==> config.mk <==
export PLATFORM = sky130hd
export DESIGN_NAME = bmf_fifo
export DESIGN_NICKNAME = d
export VERILOG_FILES = /design/src/rtl/bmf_pkg.sv /design/src/rtl/bmf_mode_latch.sv /design/src/rtl/bmf_ctrl.sv /design/src/rtl/bmf_store.sv /design/src/rtl/bmf_fifo.sv
export SDC_FILE = /design/constraint.sdc
export NUM_CORES = 1
export LEC_CHECK = 0
export BUFFER_PORTS_ARGS = -buffer_cell sky130_fd_sc_hd__buf_2
export CAP_MARGIN = 20
export CORE_MARGIN = 1
export CORE_UTILIZATION = 63
export DETAILED_ROUTE_END_ITERATION = 12
export PLACE_DENSITY = 0.9
export SYNTH_ARGS = -nofsm -noshare
export SYNTH_HDL_FRONTEND = slang
export SYNTH_HIERARCHICAL = 1
export SYNTH_SLANG_ARGS = --single-unit
==> constraint.sdc <==
create_clock -name clk -period 3.8 [get_ports clk]
set_input_delay 0.38 -clock clk [delete_from_list [all_inputs] [get_ports clk]]
set_output_delay 0.38 -clock clk [all_outputs]
set_load 0.01 [all_outputs]
==> src/rtl/bmf_pkg.sv <==
// Shared types for the width-converting byte-lane FIFO.
package bmf_pkg;
    // Static operating mode captured during reset.
    typedef struct packed {
        logic big_end;   // 1: upper half of a two-byte word is the first byte
        logic in_wide;   // 1: write port moves two bytes per transfer
        logic out_wide;  // 1: read port moves two bytes per transfer
    } bmf_mode_t;
endpackage

==> src/rtl/bmf_mode_latch.sv <==
// Holds the operating mode. Samples the configuration pins on every edge
// while reset is low and freezes them from the first edge after release.
// Assumes the pins are stable during the last reset cycle.
module bmf_mode_latch
    import bmf_pkg::*;
(
    input  logic      clk,
    input  logic      rst_n,
    input  bmf_mode_t mode_in,
    output bmf_mode_t mode_q
);

    // Capture the mode only while reset is asserted.
    always_ff @(posedge clk) begin
        if (!rst_n) begin
            mode_q <= mode_in;
        end
    end


    mode_frozen_chk: assert property (@(posedge clk) disable iff (!rst_n)
        rst_n |=> $stable(mode_q));

endmodule

==> src/rtl/bmf_ctrl.sv <==
// Pointer and byte-count control. Pointers address bytes; each accepted
// write advances the write pointer by the write width in bytes, each
// accepted read advances the read pointer by the read width. Flags compare
// free space and stored bytes with those widths. Assumes DEPTH is a power
// of two and at least 2, so pointers wrap by plain overflow.
module bmf_ctrl #(
    parameter int DEPTH = 16,
    localparam int AW = $clog2(DEPTH),
    localparam int CW = $clog2(DEPTH + 1)
) (
    input  logic          clk,
    input  logic          rst_n,
    input  logic          wr_en,
    input  logic          rd_en,
    input  logic          in_wide,
    input  logic          out_wide,
    output logic          full,
    output logic          empty,
    output logic          wr_go,
    output logic          rd_go,
    output logic [AW-1:0] wr_addr,
    output logic [AW-1:0] rd_addr
);

    logic [CW-1:0] fill;
    logic [CW-1:0] wstep;
    logic [CW-1:0] rstep;

    // Bytes moved by one transfer on each port.
    always_comb begin
        wstep = in_wide  ? CW'(2) : CW'(1);
        rstep = out_wide ? CW'(2) : CW'(1);
    end

    // Flags and transfer acceptance.
    always_comb begin
        full  = (CW'(DEPTH) - fill) < wstep;
        empty = fill < rstep;
        wr_go = wr_en && !full;
        rd_go = rd_en && !empty;
    end

    // Advance the pointers and the byte count.
    always_ff @(posedge clk) begin
        if (!rst_n) begin
            wr_addr <= '0;
            rd_addr <= '0;
            fill    <= '0;
        end else begin
            if (wr_go) begin
                wr_addr <= wr_addr + AW'(wstep);
            end
            if (rd_go) begin
                rd_addr <= rd_addr + AW'(rstep);
            end
            fill <= fill + (wr_go ? wstep : '0) - (rd_go ? rstep : '0);
        end
    end


    fill_bound_chk: assert property (@(posedge clk) disable iff (!rst_n)
        fill <= CW'(DEPTH));


    never_both_chk: assert property (@(posedge clk) disable iff (!rst_n)
        !(full && empty));


    no_overflow_chk: assert property (@(posedge clk) disable iff (!rst_n)
        (full && wr_en && !rd_go) |=> ($stable(fill) && $stable(wr_addr)));


    no_underflow_chk: assert property (@(posedge clk) disable iff (!rst_n)
        (empty && rd_en) |=> $stable(rd_addr));


    fill_track_chk: assert property (@(posedge clk) disable iff (!rst_n)
        (wr_go && rd_go) |=> (fill == $past(fill) + $past(wstep) - $past(rstep)));

endmodule

==> src/rtl/bmf_store.sv <==
// Byte-lane storage. A write puts its first byte at the write address and,
// when two bytes wide, its second byte at the next address. A read registers
// the byte at the read address in lane 0 and, when two bytes wide, the next
// byte in lane 1. Assumes the caller never reads bytes it has not written.
module bmf_store #(
    parameter int DEPTH  = 16,
    parameter int LANE_W = 9,
    localparam int AW = $clog2(DEPTH),
    localparam int NL = 2
) (
    input  logic              clk,
    input  logic              rst_n,
    input  logic              wr_go,
    input  logic              wr_wide,
    input  logic [AW-1:0]     wr_addr,
    input  logic [LANE_W-1:0] wr_first,
    input  logic [LANE_W-1:0] wr_second,
    input  logic              rd_go,
    input  logic              rd_wide,
    input  logic [AW-1:0]     rd_addr,
    output logic [LANE_W-1:0] rd_first,
    output logic [LANE_W-1:0] rd_second
);

    logic [LANE_W-1:0] mem [DEPTH];
    logic [AW-1:0]     wr_next;
    logic [LANE_W-1:0] rd_lane [NL];

    // Address of the second byte of a two-byte write.
    always_comb wr_next = wr_addr + AW'(1);

    // Store one or two bytes per accepted write.
    always_ff @(posedge clk) begin
        if (wr_go) begin
            mem[wr_addr] <= wr_first;
            if (wr_wide) begin
                mem[wr_next] <= wr_second;
            end
        end
    end

    // One registered read lane per byte of a two-byte read.
    for (genvar g = 0; g < NL; g++) begin : g_rd_lane
        logic [AW-1:0] lane_addr;
        logic          lane_en;
        always_comb begin
            lane_addr = rd_addr + AW'(g);
            lane_en   = rd_go && ((g == 0) || rd_wide);
        end
        // Load this lane on an accepted read that covers it.
        always_ff @(posedge clk) begin
            if (!rst_n) begin
                rd_lane[g] <= '0;
            end else if (lane_en) begin
                rd_lane[g] <= mem[lane_addr];
            end
        end
    end

    assign rd_first  = rd_lane[0];
    assign rd_second = rd_lane[1];


    rd_hold_chk: assert property (@(posedge clk) disable iff (!rst_n)
        !rd_go |=> ($stable(rd_first) && $stable(rd_second)));

endmodule

==> src/rtl/bmf_fifo.sv <==
// Width-converting FIFO top. Maps the write bus onto the byte stream
// according to width and endianness, and maps registered read bytes back
// onto the read bus. Configuration pins are frozen at reset release.
module bmf_fifo
    import bmf_pkg::*;
#(
    parameter int DEPTH  = 16,
    parameter int LANE_W = 9,
    localparam int BW = 2 * LANE_W,
    localparam int AW = $clog2(DEPTH)
) (
    input  logic          clk,
    input  logic          rst_n,
    input  logic [BW-1:0] wr_data,
    input  logic          wr_en,
    output logic          full,
    output logic [BW-1:0] rd_data,
    input  logic          rd_en,
    output logic          empty,
    input  logic          cfg_big_end,
    input  logic          cfg_in_wide,
    input  logic          cfg_out_wide
);

    bmf_mode_t         mode_pins;
    bmf_mode_t         mode;
    logic              wr_go;
    logic              rd_go;
    logic [AW-1:0]     wr_addr;
    logic [AW-1:0]     rd_addr;
    logic [LANE_W-1:0] wr_lo;
    logic [LANE_W-1:0] wr_hi;
    logic [LANE_W-1:0] wr_first;
    logic [LANE_W-1:0] wr_second;
    logic [LANE_W-1:0] rd_first;
    logic [LANE_W-1:0] rd_second;

    // Gather the configuration pins into one mode word.
    always_comb begin
        mode_pins.big_end  = cfg_big_end;
        mode_pins.in_wide  = cfg_in_wide;
        mode_pins.out_wide = cfg_out_wide;
    end

    bmf_mode_latch u_mode (
        .clk     (clk),
        .rst_n   (rst_n),
        .mode_in (mode_pins),
        .mode_q  (mode)
    );

    bmf_ctrl #(.DEPTH(DEPTH)) u_ctrl (
        .clk      (clk),
        .rst_n    (rst_n),
        .wr_en    (wr_en),
        .rd_en    (rd_en),
        .in_wide  (mode.in_wide),
        .out_wide (mode.out_wide),
        .full     (full),
        .empty    (empty),
        .wr_go    (wr_go),
        .rd_go    (rd_go),
        .wr_addr  (wr_addr),
        .rd_addr  (rd_addr)
    );

    // Order the write halves into stream order; a one-byte write uses the low lane.
    always_comb begin
        wr_lo     = wr_data[LANE_W-1:0];
        wr_hi     = wr_data[BW-1:LANE_W];
        wr_first  = (mode.in_wide && mode.big_end) ? wr_hi : wr_lo;
        wr_second = mode.big_end ? wr_lo : wr_hi;
    end

    bmf_store #(.DEPTH(DEPTH), .LANE_W(LANE_W)) u_store (
        .clk       (clk),
        .rst_n     (rst_n),
        .wr_go     (wr_go),
        .wr_wide   (mode.in_wide),
        .wr_addr   (wr_addr),
        .wr_first  (wr_first),
        .wr_second (wr_second),
        .rd_go     (rd_go),
        .rd_wide   (mode.out_wide),
        .rd_addr   (rd_addr),
        .rd_first  (rd_first),
        .rd_second (rd_second)
    );

    // Place the stream-ordered read bytes on the output lanes.
    always_comb begin
        if (!mode.out_wide) begin
            rd_data = {{LANE_W{1'b0}}, rd_first};
        end else if (mode.big_end) begin
            rd_data = {rd_first, rd_second};
        end else begin
            rd_data = {rd_second, rd_first};
        end
    end


    reset_state_chk: assert property (@(posedge clk)
        !rst_n |=> (empty && !full && (rd_data == '0)));


    narrow_upper_zero_chk: assert property (@(posedge clk) disable iff (!rst_n)
        (!mode.out_wide && rd_go) |=> (rd_data[BW-1:LANE_W] == '0));


    out_hold_chk: assert property (@(posedge clk) disable iff (!rst_n)
        !rd_go |=> $stable(rd_data));

endmodule

# ---- Yosys cells after proc, flatten, opt, wreduce, memory -nomap -nowiden
# Memories as Yosys holds them, arrays and structs flattened. A register that Yosys moved wholly into a read port is not among the register bits.
# Index checks and enable logic that the tools add are counted.
dict set report word_totals {
  output_inout_bits 20
  ram_bits 162
  memories 2
  ff_bits 16
  mem_bits_ro 0
  wordCells 49
  latch_bits 0
}
dict set report classes {
  n_div 0
  mul 0
  n_reduce_logical 6
  order_cmp 2
  bitwise 2
  addsub 7
  n_mux 24
  eq_ne 0
  shift 0
}
# memory words word_bits rd rd_ports_with_merged_regs wr line_no
set mem_list {}
lappend mem_list {u_store.mem 16 9 2 1 2 bmf_store.sv:25} ;# logic [LANE_W-1:0] mem [DEPTH];
lappend mem_list {u_store.rd_lane 2 9 2 0 2 bmf_store.sv:27} ;# logic [LANE_W-1:0] rd_lane [NL];
# cell n
set ops {}
lappend ops {{18-bit 2-to-1 mux} 2}
lappend ops {{9-bit 2-to-1 mux} 4}
lappend ops {{1-bit 2-to-1 mux} 12}
lappend ops {{5-bit < comparator} 2}
lappend ops {{5-bit 2-to-1 mux} 2}
lappend ops {{4-bit by 1-bit adder with 4-bit output, second input constant} 2}
lappend ops {{4-bit adder} 2}
lappend ops {{4-bit 2-to-1 mux} 2}
lappend ops {{5-bit adder} 1}
lappend ops {{5-bit subtractor} 1}
lappend ops {{5-bit subtractor, first input constant} 1}
lappend ops {{1-bit logical AND} 4}
lappend ops {{2-bit 2-to-1 mux} 2}
lappend ops {{1-bit logical NOT} 2}
lappend ops {{1-bit OR} 2}

# ---- Depth between registers and ports, before layout
dict set report depth {
  depth_word 9
  mapped_depth 16
}

# ---- By module
# The synthesis kept the hierarchy.
# module n_inst cells_per_inst area_each_um2 seq_area_each_um2
set by_module_without_submodules {}
lappend by_module_without_submodules {bmf_store 1 577 9326.4 4864.7}
lappend by_module_without_submodules {bmf_ctrl 1 109 978.4 260.2}
lappend by_module_without_submodules {bmf_fifo 1 50 581.8 0.0}
lappend by_module_without_submodules {bmf_mode_latch 1 4 93.8 90.1}

# ---- Worst setup path before layout
# Ideal clock, no wire load.
dict set report synth_path {
  kind {reg-to-reg}
  from {register u_mode/mode_q[1] in the netlist's numbering}
  to {register u_ctrl.fill[4]}
  path_stages_with_launch 15
  t_arrival_ns 3.058
  setup_ns 0.115
  n_path_buf 0
  path_slack_ns 0.628
  cell_sequence {edfxtp_1 -> inv_1 -> ha_1 -> o21ai_0 -> nand3b_1 -> o21ai_2 -> or2_1 -> fa_1 -> inv_1 -> fa_1 -> a21oi_1 -> nor2_1 -> nor2_1 -> xor2_1 -> and2_1}
}
dict set report synth_between {
  elab_chain_len 7
}
# element line_no
set synth_lines {}
lappend synth_lines {{start, declared} bmf_mode_latch.sv:10} ;# output bmf_mode_t mode_q
lappend synth_lines {{start signal, assigned} bmf_mode_latch.sv:16} ;# mode_q <= mode_in;
lappend synth_lines {{2-bit 2-to-1 mux *} bmf_ctrl.sv:31} ;# wstep = in_wide ? CW'(2) : CW'(1);
lappend synth_lines {{5-bit < comparator} bmf_ctrl.sv:37} ;# full = (CW'(DEPTH) - fill) < wstep;
lappend synth_lines {{1-bit logical NOT} bmf_ctrl.sv:39} ;# wr_go = wr_en && !full;
lappend synth_lines {{1-bit logical AND} bmf_ctrl.sv:39}
lappend synth_lines {{5-bit 2-to-1 mux *} bmf_ctrl.sv:56} ;# fill <= fill + (wr_go ? wstep : '0) - (rd_go ? rstep : '0);
lappend synth_lines {{5-bit adder *} bmf_ctrl.sv:56}
lappend synth_lines {{5-bit subtractor *} bmf_ctrl.sv:56}
lappend synth_lines {{end signal, assigned} bmf_ctrl.sv:56}
lappend synth_lines {{end, declared} bmf_ctrl.sv:25} ;# logic [CW-1:0] fill;
# Every way passes the cells marked *; elsewhere a longest branch is shown, timed or not.
# A chain may end at the register's enable or synchronous reset.

==> impl_metrics.sql <==
INSERT INTO impl_metrics (metric_group, metric, value, unit) VALUES
('floorplanning', 'core-area', '0.0168', 'mm2'),
('layout', 'fin_cells', '1006', ''),
('sta', 'final.setup.tns', '0', 'ps'),
('run', 'max-cap-violations', '0', ''),
('sta', 'rsz0062_at_grt', 'false', ''),
('drt', 'drt_pre_antenna_iters', '6', ''),
('setup_path', 'timing_worst_setup_path_type', 'register to register', ''),
('cts', 'clock_sink_count', '178', ''),
('drt', 'post_drt_wl_per_cell', '27.2', 'um'),
('setup_path', 'critPathMostFrequentCell', 'sky130_fd_sc_hd__inv_1', ''),
('sta', 'period_needed', '3460', 'ps'),
('worst_hold_path', 'hold_path_startpoint', 'cfg_big_end', ''),
('setup_path', 'critical_path_endpoint_category', 'register', ''),
('setup_path', 'reg2reg_to', 'u_store/mem[9][7]$_DFFE_PP_', ''),
('drt', 'post-route-drc-count', '0', ''),
('layout', 'area_delta_synth_final', '8.87', '%'),
('power', 'power.density', '541', 'mW/mm2'),
('synthesis', 'per_instance_average_area_after_synthesis', '14.8', 'um2'),
('sta', 'finalSetupViolCount', '0', ''),
('setup_path', 'cp_slowest_cell', 'sky130_fd_sc_hd__dfxtp_1', ''),
('cts', 'clkTransAtPathRegs', '70', 'ps'),
('cts', 'tritoncts', 'done', ''),
('sta', 'max_freq', '0.289', 'GHz'),
('drt', 'routed_wirelength', '27400', 'um'),
('status', 'outcome', 'complete, no violations', ''),
('global_route', 'grt_pass1_vias', '7251', ''),
('sta', 'worst_setup_margin', '336', 'ps'),
('worst_hold_path', 'worst_hold_path.num_cells', '1', ''),
('global_route', 'grt-ovfl-total', '0', ''),
('sta', 'clock-skew-final', '17.8', 'ps'),
('layout', 'drive_above_1_share', '44.6', '%'),
('synthesis', 'post_synth_main_area_contributors', 'sky130_fd_sc_hd__edfxtp_1 (45%), sky130_fd_sc_hd__mux2_2 (15%), sky130_fd_sc_hd__mux4_2 (12%)', ''),
('global_route', 'track_usage', '32.0', '%'),
('worst_hold_path', 'worst_min_delay_path_class', 'input pin to register', ''),
('cts', 'root_buffer', 'sky130_fd_sc_hd__clkbuf_16', ''),
('drt', 'post_drt_via_cell_ratio', '7.00', ''),
('setup_path', 'max_stage_delay', '450', 'ps'),
('placed_design', 'dp_worst_setup_slack', '431', 'ps'),
('floorplanning', 'die_x', '134', 'um'),
('cts', 'number_of_buffers_inserted_for_hold_repair_after_clock_tree_synthesis', '0', ''),
('synthesis', 'async_flop_share', '0', '%'),
('synthesis', 'synthTopCellsByCount', 'sky130_fd_sc_hd__edfxtp_1 (165), sky130_fd_sc_hd__mux2_2 (142), sky130_fd_sc_hd__mux4_2 (60), sky130_fd_sc_hd__mux2i_1 (51)', ''),
('cts', 'cts.repair_timing.setup_buffer_count', '0', ''),
('power', 'max-vdd-ir-drop', '0.479', 'mV'),
('power', 'cellLeakagePower', '4.09', 'nW'),
('cts', 'resized_after_cts', '0', ''),
('layout', 'fill_cells', '1070', ''),
('synthesis', 'yosysMostFrequentCell', 'sky130_fd_sc_hd__edfxtp_1', ''),
('placed_design', 'detailedPlacementHpwl', '18700', 'um'),
('synthesis', 'synth_sequential_area_ratio', '47.5', '%'),
('cts', 'tritoncts.num_buffers', '17', ''),
('drt', 'vias', '7044', ''),
('placed_design', 'gpl.final_weighted_congestion', '0.991', ''),
('synthesis', 'synth_enable_flop_cells', '165', ''),
('synthesis', 'synthDominantCellAreaShare', '45.1', '%'),
('setup_path', 'reg2reg_setup_slack', '340', 'ps'),
('floorplanning', 'io_pins', '45', ''),
('setup_path', 'worstSetupStartpointType', 'register', ''),
('global_route', 'antenna_found_initial', '0', ''),
('floorplanning', 'start_util', '65.3', '%'),
('placed_design', 'placedInstanceArea', '0.0114', 'mm2'),
('cts', 'ctsLongestPathBuffers', '2', ''),
('setup_path', 'worst-endpoint-required', '3990', 'ps'),
('global_route', 'grt_max_degree', '41', ''),
('setup_path', 'crit_arrival', '3660', 'ps'),
('setup_path', 'worst-r2r-cell-count', '11', ''),
('synthesis', 'syn-instance-count', '740', ''),
('placed_design', 'numPortBuffers', '44', ''),
('worst_hold_path', 'hold_path_end', 'u_mode/mode_q[2]$_DFFE_PN_', ''),
('layout', 'finish.net_count', '816', ''),
('drt', 'drt_first_iter_violations', '981', '');
==> area by class of cell <==
cell class | instances | area [um2] | share of cell area [%]
Multi-Input combinational cell | 489 | 5430 | 45.4
Sequential cell | 178 | 5220 | 43.7
Clock buffer | 18 | 429 | 3.59
Timing Repair Buffer | 63 | 375 | 3.14
Tap cell | 220 | 275 | 2.30
Clock inverter | 14 | 136 | 1.14
Inverter | 23 | 86.3 | 0.722
Antenna cell | 1 | 2.50 | 0.0209
==> layer usage <==
| metal | GRT usage (%) | share of wire, % |
|---|---|---|
| met2 | 53.8 | 50 |
| met5 | 0 | 0 |
| met3 | 6.50 | 9.8 |
| met1 | 39.9 | 36 |
| met4 | 15.4 | 3.9 |
==> metrics by stage <==
step,utilization (%),hold slack [ps],power (mW)
detailed placement,67.7,543,4.78
global route,71.1,117,6.72
global placement,67.7,534,4.67
CTS,71.1,109,6.45
floorplan,-,452,4.20
finish,71.1,117,6.47
==> power breakdown <==
group,switching (mW),leakage [nW],internal (mW)
registers,0.160,1.63,2.39
logic,1.19,2.19,1.04
clock network,0.817,0.274,0.869
==> cells in the final DEF (no fill, tap or decap), types with 5 or more instances in the layout <==
master	count
sky130_fd_sc_hd__buf_4	18
sky130_fd_sc_hd__nor2_1	19
sky130_fd_sc_hd__clkbuf_16	17
sky130_fd_sc_hd__buf_2	44
sky130_fd_sc_hd__inv_1	22
sky130_fd_sc_hd__nand2_1	18
sky130_fd_sc_hd__edfxtp_1	165
sky130_fd_sc_hd__mux2_4	27
sky130_fd_sc_hd__o211ai_1	9
sky130_fd_sc_hd__mux2i_1	51
sky130_fd_sc_hd__ha_1	15
sky130_fd_sc_hd__o22ai_1	13
sky130_fd_sc_hd__nand3_1	11
sky130_fd_sc_hd__dfxtp_1	11
sky130_fd_sc_hd__mux4_2	60
sky130_fd_sc_hd__mux2_2	142
sky130_fd_sc_hd__inv_8	5
sky130_fd_sc_hd__nand2b_1	8
sky130_fd_sc_hd__and2_1	8
sky130_fd_sc_hd__nor2b_1	21
sky130_fd_sc_hd__a22oi_1	15
sky130_fd_sc_hd__nor2_4	12
==> worst max-delay path by stage <==
stage / startpoint / to / depth (start not counted)
final: u_ctrl/fill[0]$_SDFF_PN0_ / u_store/mem[9][7]$_DFFE_PP_ / 11
after global routing: u_ctrl/fill[0]$_SDFF_PN0_ / u_ctrl/fill[4]$_SDFF_PN0_ / 15
after CTS: u_ctrl/fill[0]$_SDFF_PN0_ / u_ctrl/fill[4]$_SDFF_PN0_ / 15
after detailed placement: u_ctrl/fill[0]$_SDFF_PN0_ / u_store/mem[9][4]$_DFFE_PP_ / 11
after global placement: u_ctrl/fill[0]$_SDFF_PN0_ / u_ctrl/fill[4]$_SDFF_PN0_ / 15
after floorplan: u_mode/mode_q[1]$_DFFE_PN_ / u_ctrl/fill[4]$_SDFF_PN0_ / 14
==> kinds of logic (layout without fill, tap and decap cells) <==
logic type | after synthesis | after routing | share of synthesized area, %
AO/OA/AOI/OAI | 62 | 62 | 4.12
buffers and inverters | 73 | 118 | 3.07
flip-flops | 178 | 178 | 47.5
multiplexers | 283 | 283 | 35.5
adder cells (fa/ha/maj) | 19 | 19 | 2.44
AND/OR/NAND/NOR | 117 | 117 | 6.65
other | 0 | 1 | 0
XOR/XNOR | 8 | 8 | 0.707
==> critical path: cells and delay by family, from the launching register on <==
| kind | cells | cell delay (ps) |
|---|---|---|
| and+or+nand+nor | 3 | 1060 |
| adders and majority gates | 2 | 570 |
| DFF | 1 | 450 |
| AOI/OAI and AO/OA | 2 | 410 |
| muxes | 1 | 400 |
| buffers and inverters | 3 | 320 |
==> state kept, by name, summed over array words and instances (netlist names) <==
register         cells
u_ctrl/wr_addr       4
u_ctrl/fill          5
u_mode/mode_q        3
u_store/rd_lane     18
u_ctrl/rd_addr       4
u_store/mem        144
Note: power is estimated with default switching activity, not from simulation.
